==> src/rtl/seq_trigger.sv <==
module seq_trigger #(
  parameter int WIDTH = 28
) (
  input  logic             clk,
  input  logic             rst_n,
  input  logic [WIDTH-1:0] bus_in,
  input  logic             bus_en,
  input  logic [WIDTH-1:0] w1_data,
  input  logic [WIDTH-1:0] w1_care,
  input  logic [WIDTH-1:0] w2_data,
  input  logic [WIDTH-1:0] w2_care,
  input  logic             arm,
  output logic             step1_seen,
  output logic             step2_seen,
  output logic             trig_pulse
);

  logic hit1, hit2, fire;

  assign hit1 = bus_en && (((bus_in ^ w1_data) & w1_care) == '0);
  assign hit2 = bus_en && (((bus_in ^ w2_data) & w2_care) == '0);
  assign fire = step1_seen && !step2_seen && hit2;

  always_ff @(posedge clk or negedge rst_n) begin
    if (!rst_n) begin
      step1_seen <= 1'b0;
      step2_seen <= 1'b0;
      trig_pulse <= 1'b0;
    end else if (arm) begin
      step1_seen <= 1'b0;
      step2_seen <= 1'b0;
      trig_pulse <= 1'b0;
    end else begin
      if (hit1) step1_seen <= 1'b1;
      if (fire) step2_seen <= 1'b1;
      trig_pulse <= fire;
    end
  end

endmodule


==> config.mk <==
export PLATFORM = sky130hd
export DESIGN_NAME = seq_trigger
export DESIGN_NICKNAME = d
export VERILOG_FILES = /design/src/rtl/seq_trigger.sv
export SDC_FILE = /design/constraint.sdc
export NUM_CORES = 1
export LEC_CHECK = 0
export CAP_MARGIN = 25
export CORE_AREA = 2 2 56 58
export DETAILED_ROUTE_END_ITERATION = 16
export DIE_AREA = 0 0 58 60
export DONT_BUFFER_PORTS = 1
export PLACE_DENSITY = 0.53
export SYNTH_ARGS = -nofsm -noshare
export SYNTH_HDL_FRONTEND = slang
export SYNTH_SLANG_ARGS = --single-unit
==> constraint.sdc <==
create_clock -name clk -period 3.3 [get_ports clk]
set_input_delay 0.165 -clock clk [delete_from_list [all_inputs] [get_ports clk]]
set_output_delay 0.165 -clock clk [all_outputs]
set_load 0.01 [all_outputs]
==> impl_metrics.csv <==
group,metric,value,unit
min_path,hold_depth,1,
sta,finalClockSkew,0.00149,ns
grt,grt_pass1_wl,3870,um
clocking,clk_latency,0.23,ns
min_path,worstHoldStart,"arm",
synth,yosysSeqAreaShare,0.0856,
sta,fmax,780,MHz
clocking,path_clk_slew,0.04,ns
worst_setup_path,arrival,1.45,ns
clocking,post_cts_buffers,0,
power,ir_drop,0.000137,V
clocking,cts.sinks,3,
worst_setup_path,critPathLaunch,"step1_seen",
sta,finalHoldViolCount,0,
worst_setup_path,start_kind,"flip-flop",
min_path,hp-class,"in -> reg",
synth,synth_cell_types,15,
grt,grt_max_degree,4,
outcome,outcome,"finished, final reports clean",
drt,route.detailed.drc,0,
flow_run,cap_violations,0,
layout,fillers,304,
drt,wl_per_cell,21.3,um
drt,drt-pass1-iter-count,4,
layout,syn2layout_area_growth,8.84,%
layout,layout.nets,250,
placed_design,place.gp.congestion,0.818,
placed_design,placed_area,918,um^2
placed_design,place_hpwl,2770,um
drt,via_per_inst,5.93,
synth,yosys_warnings,0,
placed_design,port_buffers,0,
clocking,numCtsBuffers,3,
worst_setup_path,setup.worst_path.class,"reg -> reg",
worst_setup_path,rr_worst_depth,5,
sta,finalMaxSlewViolations,0,
synth,synth_seq_cells,3,
placed_design,dp_slack,1.93,ns
grt,track_usage,0.153,
clocking,cts_buffer_depth,2,
die,die_w,58,um
sta,maxSlewHeadroom,0.797,
layout,drive_gt1_frac,0.0476,
die,core,2900,um^2
grt,antenna_found_initial,0,
die,fp.dieH,60,um
power,p_per_area,205,nW/um^2
die,start_util,0.302,
layout,fin_util,0.329,
drt,num_vias,819,
die,num_rows,20,
drt,wirelength,2940,um
sta,tns,0,ns
layout,num_antenna_cells,0,
layout,final_cell_area,955,um^2
sta,timing.final.ws_setup,2.02,ns
drt,ant_nets,0,
grt,grt_pass1_vias,868,
synth,syn_nets,244,
die,io_pins,147,
synth,syn_area,877,um^2
synth,synth_cells,100,
sta,period_share,0.388,
sta,fin_crit,1.28,ns
grt,grt.overflow.total,0,
clocking,cts_resized,0,
clocking,cts_tree,"yes",
clocking,htree_levels,1,
drt,drtIter0Drc,22,
worst_setup_path,end_kind,"flip-flop",
synth,avgSynthCellArea,8.77,um^2
worst_setup_path,cp.required,3.47,ns
sta,rsz0062_at_grt,"false",
clocking,root_buffer,"clkbuf_4",
power,leakage,0.000401,uW
die,fp.dieArea,3480,um^2
sta,finalSetupViolCount,0,
sta,tightest_slew,0.305,ns
worst_setup_path,r2r_start,"step1_seen",
worst_setup_path,worstPathMaxFanout,2,
[per-layer routing]
layer / global-route usage / up-vias / part of all wire
li1: - / 389 / -
met1: 0.185 / 366 / 0.37
met2: 0.286 / 62 / 0.55
met3: 0.0108 / 2 / 0.077
met4: 0.0498 / 0 / 0.0024
met5: 0 / - / 0
[cell families after synthesis]
logic type,after synthesis,synth area share
flip-flops,3,0.0856
AO/OA/AOI/OAI,28,0.258
buffers and inverters,2,0.00856
AND/OR/NAND/NOR,11,0.0884
XOR/XNOR,56,0.559
[through the flow]
stage	power (uW)	hold slack, ns	std cells
after floorplan	113	-0.131	100
after CTS	202	0.0244	138
final	196	0.0334	138
after detailed placement	130	-0.131	133
after global routing	210	0.0323	138
after global placement	129	-0.131	133
[sequential cells by signal, summed over array words and instances (netlist names)]
| signal | count |
|---|---|
| step1_seen | 1 |
| step2_seen | 1 |
| trig_pulse | 1 |
[cells in the final DEF, fill, tap and decap left out]
master | netlist | layout
xor2_1 | 56 | 56
a22oi_1 | 16 | 16
nand4_1 | 5 | 5
a22o_1 | 4 | 4
a221oi_1 | 4 | 4
clkbuf_4 | 0 | 3
dfrtp_1 | 3 | 3
a222oi_1 | 2 | 2
inv_1 | 2 | 2
nand2_1 | 2 | 2
nand3_1 | 1 | 1
nand4_2 | 1 | 1
nor4b_1 | 1 | 1
nor4_2 | 1 | 1
o32ai_1 | 1 | 1
a21o_1 | 1 | 1
clkbuf_1 | 0 | 1
dlygate4sd3_1 | 0 | 1
[layout make-up]
cell class	instances	area, um^2	share of cell area
clock buffer	4	26.3	0.0275
inverter	2	7.51	0.00786
multi-input combinational	95	795	0.832
sequential	3	75.1	0.0786
tap	33	41.3	0.0433
timing repair buffer	1	10.0	0.0105
[final timing paths]
| kind | slack, ns | to |
|---|---|---|
| hold reg to reg | 0.58 | step2_seen |
| max in group asynchronous | 2.97 | step2_seen |
| min in group asynchronous | 0.18 | trig_pulse |
| setup reg to reg | 2.02 | step2_seen |
| setup / recovery | 2.02 | step2_seen |
| hold / removal | 0.03 | step1_seen |
[critical path: stages (launching register included)]
cell and delay, ns:
dfrtp_1 0.40, inv_1 0.08, nor4b_1 0.27, nand4_1 0.13
nor4_2 0.22, a21o_1 0.12
[synthesized netlist by cell type]
| cell | count | area share |
|---|---|---|
| nand2_1 | 2 | 0.0086 |
| nand4_2 | 1 | 0.014 |
| a221oi_1 | 4 | 0.040 |
| nand4_1 | 5 | 0.036 |
| a21o_1 | 1 | 0.0086 |
| a22oi_1 | 16 | 0.14 |
| a222oi_1 | 2 | 0.023 |
| nor4_2 | 1 | 0.014 |
| a22o_1 | 4 | 0.040 |
| nor4b_1 | 1 | 0.010 |
| nand3_1 | 1 | 0.0057 |
| xor2_1 | 56 | 0.56 |
| dfrtp_1 | 3 | 0.086 |
| o32ai_1 | 1 | 0.010 |
| inv_1 | 2 | 0.0086 |
[repair_timing]
action / 4_1_cts / 5_1_grt
endpoints found under the setup margin: 0 / 0
hold endpoints to repair: 3 / 0
hold buffers: 1 / 0
[power breakdown]
group | internal [uW] | leakage (uW) | switching, uW
registers | 37.0 | 0.0000419 | 0.00810
logic | 52.7 | 0.000344 | 40.6
clock network | 45.4 | 0.0000150 | 20.3
total | 135 | 0.000401 | 61.0
(Power assumes the default switching activity.)
